$ cat src/rtl/ipf_pkg.sv
package ipf_pkg;
    localparam int ADDR_W     = 32;
    localparam int LINE_BYTES = 128;
    localparam int OFFS_W     = $clog2(LINE_BYTES);
    localparam int LINE_W     = ADDR_W - OFFS_W;
    localparam int BURST_MAX  = 256;
    localparam int BURST_W    = $clog2(BURST_MAX + 1);
    localparam int AHEAD_W    = 2;
    localparam int SWCNT_W    = 4;

    typedef logic [ADDR_W-1:0] addr_t;
    typedef logic [LINE_W-1:0] line_t;

    typedef enum logic [1:0] {
        SRC_NONE  = 2'd0,
        SRC_BURST = 2'd1,
        SRC_SW    = 2'd2,
        SRC_RA    = 2'd3
    } src_e;

    typedef struct packed {
        logic                rel;
        addr_t               target;
        logic [SWCNT_W-1:0]  lines;
    } swcmd_t;

    function automatic line_t line_of(addr_t a);
        return a[ADDR_W-1:OFFS_W];
    endfunction

    function automatic addr_t addr_of(line_t l);
        return {l, {OFFS_W{1'b0}}};
    endfunction
endpackage

$ cat src/rtl/ipf_seq_src.sv
module ipf_seq_src
    import ipf_pkg::*;
#(
    parameter int CNT_W = 4
) (
    input  logic             clk,
    input  logic             rst,
    input  logic             clear,
    input  logic             load,
    input  line_t            load_line,
    input  logic [CNT_W-1:0] load_cnt,
    input  logic             take,
    output logic             busy,
    output line_t            line
);
    logic [CNT_W-1:0] left_q;
    line_t            cur_q;

    assign busy = (left_q != '0);
    assign line = cur_q;

    always_ff @(posedge clk) begin
        if (rst) begin
            left_q <= '0;
            cur_q  <= '0;
        end else if (clear) begin
            left_q <= '0;
        end else if (load) begin
            left_q <= load_cnt;
            cur_q  <= load_line;
        end else if (take && busy) begin
            left_q <= left_q - 1'b1;
            cur_q  <= cur_q + 1'b1;
        end
    end

    AST_TAKE_ONLY_BUSY: assert property (@(posedge clk) disable iff (rst)
        take |-> busy);
endmodule

$ cat src/rtl/ipf_runahead.sv
module ipf_runahead
    import ipf_pkg::*;
(
    input  logic               clk,
    input  logic               rst,
    input  logic               start,
    input  logic [AHEAD_W-1:0] ahead,
    input  line_t              pc_line,
    input  logic               take,
    output logic               ok,
    output line_t              line
);
    logic  running_q;
    line_t next_q;
    line_t dist_next;
    line_t dist_line;
    line_t ahead_ext;
    logic  in_win;

    assign ahead_ext = line_t'(ahead);
    assign dist_next = next_q - pc_line;
    assign in_win    = (dist_next != '0) && (dist_next <= ahead_ext + 1'b1);
    assign line      = in_win ? next_q : pc_line + 1'b1;
    assign dist_line = line - pc_line;
    assign ok        = running_q && (dist_line <= ahead_ext);

    always_ff @(posedge clk) begin
        if (rst) begin
            running_q <= 1'b0;
            next_q    <= '0;
        end else begin
            if (start) running_q <= 1'b1;
            next_q <= take ? line + 1'b1 : line;
        end
    end

    AST_RA_IN_WINDOW: assert property (@(posedge clk) disable iff (rst)
        take |-> (running_q && ahead != '0));
endmodule

$ cat src/rtl/ipf_prefetch_gen.sv
module ipf_prefetch_gen
    import ipf_pkg::*;
(
    input  logic                clk,
    input  logic                rst,
    input  logic                kstart_i,
    input  logic [31:0]         kentry_i,
    input  logic [8:0]          kburst_i,
    input  logic [1:0]          ahead_i,
    input  logic [31:0]         pc_i,
    input  logic                sw_valid_i,
    output logic                sw_ready_o,
    input  logic                sw_rel_i,
    input  logic [31:0]         sw_target_i,
    input  logic [3:0]          sw_lines_i,
    output logic                req_valid_o,
    input  logic                req_ready_i,
    output logic [31:0]         req_addr_o
);
    swcmd_t             cmd;
    logic               sw_accept;
    addr_t              sw_start;
    logic [BURST_W-1:0] burst_cnt;
    logic               slot_free;
    src_e               pick;
    line_t              pick_line;

    logic  b_busy, s_busy, r_ok;
    line_t b_line, s_line, r_line;

    logic   req_valid_q;
    addr_t  req_addr_q;

    assign cmd        = '{rel: sw_rel_i, target: sw_target_i, lines: sw_lines_i};
    assign sw_ready_o = !s_busy && !kstart_i;
    assign sw_accept  = sw_valid_i && sw_ready_o;
    assign sw_start   = cmd.rel ? (pc_i + cmd.target) : cmd.target;
    assign burst_cnt  = (kburst_i > BURST_W'(BURST_MAX)) ? BURST_W'(BURST_MAX) : kburst_i;
    assign slot_free  = !req_valid_q || req_ready_i;

    always_comb begin
        pick      = SRC_NONE;
        pick_line = '0;
        if (slot_free && !kstart_i) begin
            if (b_busy) begin
                pick      = SRC_BURST;
                pick_line = b_line;
            end else if (s_busy) begin
                pick      = SRC_SW;
                pick_line = s_line;
            end else if (r_ok) begin
                pick      = SRC_RA;
                pick_line = r_line;
            end
        end
    end

    ipf_seq_src #(.CNT_W(BURST_W)) u_burst (
        .clk       (clk),
        .rst       (rst),
        .clear     (1'b0),
        .load      (kstart_i),
        .load_line (line_of(kentry_i)),
        .load_cnt  (burst_cnt),
        .take      (pick == SRC_BURST),
        .busy      (b_busy),
        .line      (b_line)
    );

    ipf_seq_src #(.CNT_W(SWCNT_W)) u_sw (
        .clk       (clk),
        .rst       (rst),
        .clear     (kstart_i),
        .load      (sw_accept),
        .load_line (line_of(sw_start)),
        .load_cnt  (cmd.lines),
        .take      (pick == SRC_SW),
        .busy      (s_busy),
        .line      (s_line)
    );

    ipf_runahead u_ra (
        .clk     (clk),
        .rst     (rst),
        .start   (kstart_i),
        .ahead   (ahead_i),
        .pc_line (line_of(pc_i)),
        .take    (pick == SRC_RA),
        .ok      (r_ok),
        .line    (r_line)
    );

    always_ff @(posedge clk) begin
        if (rst) begin
            req_valid_q <= 1'b0;
            req_addr_q  <= '0;
        end else if (slot_free) begin
            req_valid_q <= (pick != SRC_NONE);
            if (pick != SRC_NONE) req_addr_q <= addr_of(pick_line);
        end
    end

    assign req_valid_o = req_valid_q;
    assign req_addr_o  = req_addr_q;

    AST_REQ_HOLD: assert property (@(posedge clk) disable iff (rst)
        (req_valid_o && !req_ready_i) |=> (req_valid_o && $stable(req_addr_o)));
    AST_LINE_ALIGNED: assert property (@(posedge clk) disable iff (rst)
        req_valid_o |-> (req_addr_o[OFFS_W-1:0] == '0));
    AST_SW_REFUSE: assert property (@(posedge clk) disable iff (rst)
        (sw_valid_i && sw_ready_o && sw_lines_i != '0) |=> !sw_ready_o);
    AST_KSTART_DROP: assert property (@(posedge clk) disable iff (rst)
        kstart_i |=> (kstart_i || sw_ready_o));
endmodule

$ cat config.mk
export PLATFORM = sky130hd
export DESIGN_NAME = ipf_prefetch_gen
export DESIGN_NICKNAME = d
export VERILOG_FILES = /design/src/rtl/ipf_pkg.sv /design/src/rtl/ipf_seq_src.sv /design/src/rtl/ipf_runahead.sv /design/src/rtl/ipf_prefetch_gen.sv
export SDC_FILE = /design/constraint.sdc
export NUM_CORES = 1
export LEC_CHECK = 0
export BUFFER_PORTS_ARGS = -buffer_cell sky130_fd_sc_hd__buf_2
export CORE_ASPECT_RATIO = 1.75
export CORE_MARGIN = 3
export CORE_UTILIZATION = 40
export CTS_BUF_LIST = sky130_fd_sc_hd__clkbuf_2
export CTS_CLUSTER_SIZE = 14
export DETAILED_ROUTE_END_ITERATION = 10
export GPL_TIMING_DRIVEN = 0
export PLACE_DENSITY = 0.67
export SETUP_SLACK_MARGIN = 0.5
export SYNTH_ARGS = -nofsm -noshare
export SYNTH_HDL_FRONTEND = slang
export SYNTH_SLANG_ARGS = --single-unit
$ cat constraint.sdc
create_clock -name clk -period 10.55 [get_ports clk]
set_clock_uncertainty 0.1 [all_clocks]
set_input_delay 0 -clock clk [delete_from_list [all_inputs] [get_ports clk]]
set_output_delay 0 -clock clk [all_outputs]
set_load 0.05 [all_outputs]
==> results of run 1 <==
==> worst register-to-register path, delay by kind of cell, from the launching register on <==
| kind | cells | cell delay (ps) |
|---|---|---|
| and+or+nand+nor | 9 | 2840 |
| AOI/OAI and AO/OA | 10 | 2780 |
| buffers and inverters | 5 | 1370 |
| adders and majority gates | 4 | 1370 |
| muxes | 1 | 430 |
| DFF | 1 | 420 |
| xor gates and xnor gates | 1 | 190 |
==> path summary, 6_finish.rpt <==
path | endpoint | start | slack (ps) | depth (start not counted)
setup / recovery | req_addr_o[22]$_SDFFE_PP0P_ | u_ra.next_q[0]$_SDFF_PP0_ | 960 | 30
hold / removal | u_ra.next_q[9]$_SDFF_PP0_ | pc_i[15] | 60 | 7
setup reg to reg | req_addr_o[22]$_SDFFE_PP0P_ | u_ra.next_q[0]$_SDFF_PP0_ | 960 | 30
hold reg to reg | req_addr_o[27]$_SDFFE_PP0P_ | req_addr_o[27]$_SDFFE_PP0P_ | 380 | 1
==> stage by stage <==
step / power [mW] / std cells / util (%) / area [um^2] / worst slack, ps
5_1_grt: 1.72 / 2352 / 53.2 / 15400 / 482
4_1_cts: 1.61 / 2348 / 53.0 / 15300 / 641
3_3_place_gp: 1.20 / 2111 / 45.1 / 13000 / 875
6_report: 1.64 / 2352 / 53.2 / 15400 / 960
3_5_place_dp: 1.21 / 2111 / 45.1 / 13000 / 837
2_1_floorplan: 1.01 / 1597 / - / 11900 / 2900
==> layout make-up <==
class	count	area share, %
Multi-Input combinational cell	1316	57.8
Buffer	77	2.43
Timing Repair Buffer	346	18.0
Tap cell	378	3.07
Sequential cell	115	15.0
Antenna cell	1	0.0163
Clock buffer	18	0.585
Clock inverter	12	0.919
Inverter	89	2.17
==> metal layers <==
layer / global-route usage, % / share of wire, % / vias to the layer above
li1: - / - / 6563
met1: 28.1 / 33 / 6516
met2: 56.2 / 52 / 630
met3: 5.11 / 5.0 / 240
met4: 27.6 / 10 / 0
met5: 0 / 0 / -
==> registers in the layout, indices dropped and copies added (netlist names) <==
register        flops
u_sw.left_q         4
u_ra.next_q        25
u_sw.line          25
req_valid_o         1
req_addr_o         25
u_ra.running_q      1
u_burst.left_q      9
u_burst.line       25
==> layout by cell type, fill, tap and decap left out, types with 10 or more instances in the layout <==
master	instances
a31oi_1	24
nor2b_1	18
clkbuf_1	50
nor2_1	193
nor4_1	19
ha_1	91
nand3_1	61
xnor2_1	79
nor3_1	36
and4_1	10
a211oi_1	37
nand4_1	44
xor2_1	42
nand2_1	106
and2_1	11
a21oi_1	132
and3_1	21
nand2b_1	16
a221o_1	12
dlygate4sd3_1	207
buf_2	146
mux2i_1	40
inv_1	89
or3_1	13
dfxtp_1	115
o2bb2ai_2	20
buf_4	12
o21ai_0	80
a21o_1	29
o21a_1	13
clkbuf_2	19
==> power breakdown <==
part / switching [mW] / leakage (nW) / internal, mW
Sequential: 0.0393 / 0.947 / 0.474
Combinational: 0.480 / 5.48 / 0.320
Clock: 0.194 / 0.140 / 0.128
Total: 0.714 / 6.56 / 0.922
==> cells by family (layout without fill, tap and decap cells) <==
kind of cell / after synthesis / count (layout) / share of synthesized area [%]
compound gates: 449 / 449 / 26.0
xor+xnor: 122 / 122 / 9.07
fa+ha+maj: 93 / 93 / 9.93
buf+inv: 166 / 542 / 5.97
flops: 115 / 115 / 19.4
mux: 49 / 49 / 4.23
other cells: 1 / 8 / 0.0316
simple gates: 596 / 596 / 25.3
==> repair_timing <==
item / 4_1_cts / 5_1_grt
gates resized for setup: 0 / 5
buffers inserted: 0 / 3
hold buffers: 207 / 0
setup endpoints to repair: 0 / 45
endpoints found under the hold margin: 113 / 0
==> run summary, run 1 <==
Crit path max-delay family - simple AND/OR/NAND/NOR gates
Run status - finished clean
Vert. Die Dim - 234 um
Max-cap violations - 0
Starting DRC count in detailed routing - 785
Total number of vias - 13900
WHS - 57.6 ps
Final hold viol count - 0
CTS H-tree depth - 4
Final ANT Viol Nets - 0
Final period utilization - 90.9%
Syn avg cell area - 7.46 um^2
Relative slew slack - 3.17%
Netlist cell types - 91
DRC viols - 0
Layout overhead on the synthesized area - 29.7%
First-pass GRT wire length - 75.4 mm
Vias per cell - 5.93
Max incr delay on CP - 630 ps
Clk_lat worst skew - 790 ps
RSZ-0062 raised after global routing - yes
CTS clock-pin slew for the worst setup and hold paths - 190 ps
Warnings from Yosys - 0
Worst EP arrival - 10200 ps
EDFF count, synth - 0
Yosys top cell area share - 19.4%
Worst min path class - primary input to register
Vias in the first global route - 14500
Max Transition Viols Final - 0
Initial Util - 41.0%
Critical Path RT - 11160 ps
Initial antenna violation count - 1
Biggest area consumer among synthesized cells - dfxtp_1
Top cells by count, synth - 193 x nor2_1, 132 x a21oi_1, 115 x dfxtp_1, 106 x nand2_1, 91 x ha_1
Peak VDD IR - 113 uV
Multi-input logic area - 0.00890 mm^2
Nature of the critical path endpoint - register
CTS Buffer Depth - 2
Filler instances - 2713
Synth area leaders - dfxtp_1 19%, ha_1 9.6%, nor2_1 6.1%
Std cell rows - 82
Gpl congestion - 0.972
Static leakage - 6.56 nW
Max FO, Critical Path - 10
Mapped Area - 0.0119 mm^2
Ratio of cells with drive above 1 in the final layout - 12.7%
Pin count of the biggest net entering global routing - 17
Core area - 0.0289 mm^2
Port-buffer cells - 136
P per Cell Area - 106 mW/mm^2
Drt pass-1 iters - 5
Worst Tran Pin Value - 1440 ps
Most common cell in the netlist - nor2_1
Cell mode on critical path - ha_1
FF+latch count, synth - 115
# setup viols final - 0
Root Buffer - clkbuf_2
Synth Flop Type - dfxtp_1
Final nets - 2172
Io pins - 151
Sequential share of the synthesized area - 19.4%
TritonCTS clock tree - built
Die W - 136 um
Die ar. - 0.0318 mm^2
Clock sinks - 115
FMAX - 0.104 GHz
Final Routed Wirelength - 49.0 mm
Total congestion overflow - 0
Type of origin of the critical path - register
Async S/R FF share, synth - 0%
Worst Path Buf+Inv - 5
Sequential Area - 0.00230 mm^2
CTS Buf Count - 17
Routed length per instance - 20.8 um
Setup TNS - 0 ps
Slowest CP cell - a311oi_1
Mapped Cells - 1591
Worst Setup Path Type - register to register
Dpl hpwl - 37.1 mm
Total global-route track usage - 30.5%
Clock period minus worst slack - 9590 ps
Note: power is estimated with default switching activity, not from simulation.
==> run 2: changes to the inputs <==
--- a/config.mk
+++ b/config.mk
@@ -8,12 +8,12 @@
 export BUFFER_PORTS_ARGS = -buffer_cell sky130_fd_sc_hd__buf_2
 export CORE_ASPECT_RATIO = 1.75
 export CORE_MARGIN = 3
-export CORE_UTILIZATION = 40
+export CORE_UTILIZATION = 50
 export CTS_BUF_LIST = sky130_fd_sc_hd__clkbuf_2
 export CTS_CLUSTER_SIZE = 14
 export DETAILED_ROUTE_END_ITERATION = 10
 export GPL_TIMING_DRIVEN = 0
-export PLACE_DENSITY = 0.67
+export PLACE_DENSITY = 0.78
 export SETUP_SLACK_MARGIN = 0.5
 export SYNTH_ARGS = -nofsm -noshare
 export SYNTH_HDL_FRONTEND = slang
==> run 2 against run 1 <==
  * Via count rose by 3.2%
  * Critical path depth up 1
  * First-iteration DRC count up 78%
  * Core utilization increased by 12 points
  * Wire length is 2.8% higher
  * Final area shrank 1.6%
  * Worst setup slack worse by 280 ps
  * Global-route usage rose by 8.0 points
  * Critical path type unchanged
==> run summary, run 2 (same netlist as run 1, synthesis figures left out) <==
DRC viols - 0 (unchanged)
Filler instances - 1972 (-27%)
Die W - 122 um (-10%)
Slowest CP cell - a311oi_1
Pin count of the biggest net entering global routing - 17 (unchanged)
Clock period minus worst slack - 9870 ps (+284 ps)
Type of origin of the critical path - register
Gpl congestion - 1.00 (+2.8%)
Worst reg2reg path endpoint - req_addr_o[13]$_SDFFE_PP0P_
Total number of vias - 14400 (+3.2%)
Final nets - 2160 (-0.55%)
# setup viols final - 0 (unchanged)
FF-to-FF Start - u_ra.next_q[0]$_SDFF_PP0_
Initial antenna violation count - 2 (+1)
Relative slew slack - 5.50% (+2.3 points)
Crit path max-delay family - simple AND/OR/NAND/NOR gates
Worst Hold Depth - 4 (-3)
CTS Buffer Depth - 2 (unchanged)
Sequential Area - 0.00230 mm^2 (unchanged)
Die ar. - 0.0257 mm^2 (-19%)
Port-buffer cells - 136 (unchanged)
Worst min path class - primary input to register
Nature of the critical path endpoint - register
TritonCTS clock tree - built
Critical Path RT - 11170 ps (about the same)
Setup TNS - 0 ps (unchanged)
Post-route cell area - 0.0151 mm^2 (-1.6%)
R2R cell count - 31 (+3.3%)
Layout overhead on the synthesized area - 27.7%
Most common cell after layout, fill and taps aside - dlygate4sd3_1
Total congestion overflow - 0 (unchanged)
RSZ-0062 raised after global routing - no
CTS Buf Count - 17 (unchanged)
Peak VDD IR - 113 uV (about the same)
Clk_lat worst skew - 800 ps (about the same)
WHS Endpoint - req_addr_o[22]$_SDFFE_PP0P_
Max FO, Critical Path - 10 (unchanged)
Commonest cells after routing, fill and taps aside - 195 x dlygate4sd3_1, 193 x nor2_1, 146 x buf_2
Run status - finished clean
Dpl hpwl - 36.2 mm (-2.4%)
Vias per cell - 6.35 (+7.0%)
Std cell rows - 74 (-9.8%)
Drt pass-1 iters - 8 (+3)
Hold path start - rst
Core area - 0.0233 mm^2 (-19%)
Initial Util - 50.8% (+9.8 points)
Flop-to-flop setup slack - 680 ps (-280 ps)
WHS - 18.7 ps (-38.9 ps)
Max-cap violations - 0 (unchanged)
CTS clock-pin slew for the worst setup and hold paths - 210 ps (+20 ps)
Worst Setup Path Type - register to register
Vert. Die Dim - 210 um (-10%)
First-pass GRT wire length - 76.6 mm (+1.6%)
Max Transition Viols Final - 0 (unchanged)
Ratio of cells with drive above 1 in the final layout - 12.7% (-0.037 points)
Root Buffer - clkbuf_2
Final period utilization - 93.6% (+2.7 points)
Max incr delay on CP - 650 ps (+20 ps)
Worst Path Buf+Inv - 5 (unchanged)
Multi-input logic area - 0.00888 mm^2 (-0.23%)
Vias in the first global route - 14800 (+2.1%)
Routed length per instance - 22.2 um (+6.6%)
FMAX - 0.101 GHz (-2.9%)
CTS H-tree depth - 4 (unchanged)
Total global-route track usage - 38.6% (+8.0 points)
Worst Tran Pin Value - 1400 ps (-34.6 ps)
Final Routed Wirelength - 50.4 mm (+2.8%)
Worst EP arrival - 10490 ps (+290 ps)
Static leakage - 6.50 nW (-1.0%)
Placed instance area - 0.0129 mm^2 (-0.71%)
Starting DRC count in detailed routing - 1395 (+78%)
Clock sinks - 115 (unchanged)
P per Cell Area - 107 mW/mm^2 (+1.0%)
Final ANT Viol Nets - 0 (unchanged)
Final hold viol count - 0 (unchanged)
Io pins - 151 (unchanged)
run 2: metal layers:
metal | global-route usage (%) | part of all wire [%]
met5 | 0 | 0
met4 | 39.4 | 12
met3 | 7.36 | 7.2
met2 | 67.5 | 49
met1 | 35.3 | 31
run 2: cell type report:
class	instances	share of cell area, %
diodes	1	0.0165
plain buffers	77	2.47
clock buffers	19	0.628
clock inverters	13	0.776
inverters	89	2.21
multi-input cells	1316	58.6
flip-flops and latches	115	15.2
well taps	304	2.51
repair buffers	334	17.6
run 2: power by group:
group          internal (mW)  total [mW]  leakage [nW]  switching, mW
clock                  0.105       0.294         0.130          0.189
combinational          0.318       0.816          5.42          0.498
sequential             0.474       0.516         0.947         0.0420
run 2: worst min-delay path, delay by kind of cell:
kind            cells  cell delay, ps
compound gates      1              70
buf+inv             2             630
simple gates        1             200
run 2: worst max path at each step:
stage | startpoint | end | slack (ps) | cells past startpoint
after floorplan | u_ra.next_q[0]$_SDFF_PP0_ | u_ra.next_q[4]$_SDFF_PP0_ | 2900 | 32
after global placement | u_ra.next_q[0]$_SDFF_PP0_ | u_ra.next_q[4]$_SDFF_PP0_ | 770 | 32
after detailed placement | u_ra.next_q[0]$_SDFF_PP0_ | u_ra.next_q[4]$_SDFF_PP0_ | 650 | 32
after CTS | u_ra.next_q[0]$_SDFF_PP0_ | u_ra.next_q[4]$_SDFF_PP0_ | 590 | 32
after global routing | u_ra.next_q[0]$_SDFF_PP0_ | req_addr_o[13]$_SDFFE_PP0P_ | 580 | 33
final | u_ra.next_q[0]$_SDFF_PP0_ | req_addr_o[13]$_SDFFE_PP0P_ | 680 | 31
run 2: through the flow:
stage | utilization (%) | instances | total power, mW | setup slack (ps)
4_1_cts | 64.8 | 2264 | 1.56 | 586
3_3_place_gp | 55.5 | 2037 | 1.20 | 773
2_1_floorplan | - | 1597 | 1.01 | 2900
6_report | 64.9 | 2268 | 1.63 | 676
3_5_place_dp | 55.5 | 2037 | 1.21 | 653
5_1_grt | 64.9 | 2268 | 1.69 | 578
run 2: timing repair:
| item | CTS | global route |
|---|---|---|
| endpoints found under the setup margin | 0 | 37 |
| hold buffers | 195 | 0 |
| setup buffers | 0 | 3 |
| resized for setup | 0 | 1 |
| hold endpoints to repair | 115 | 0 |
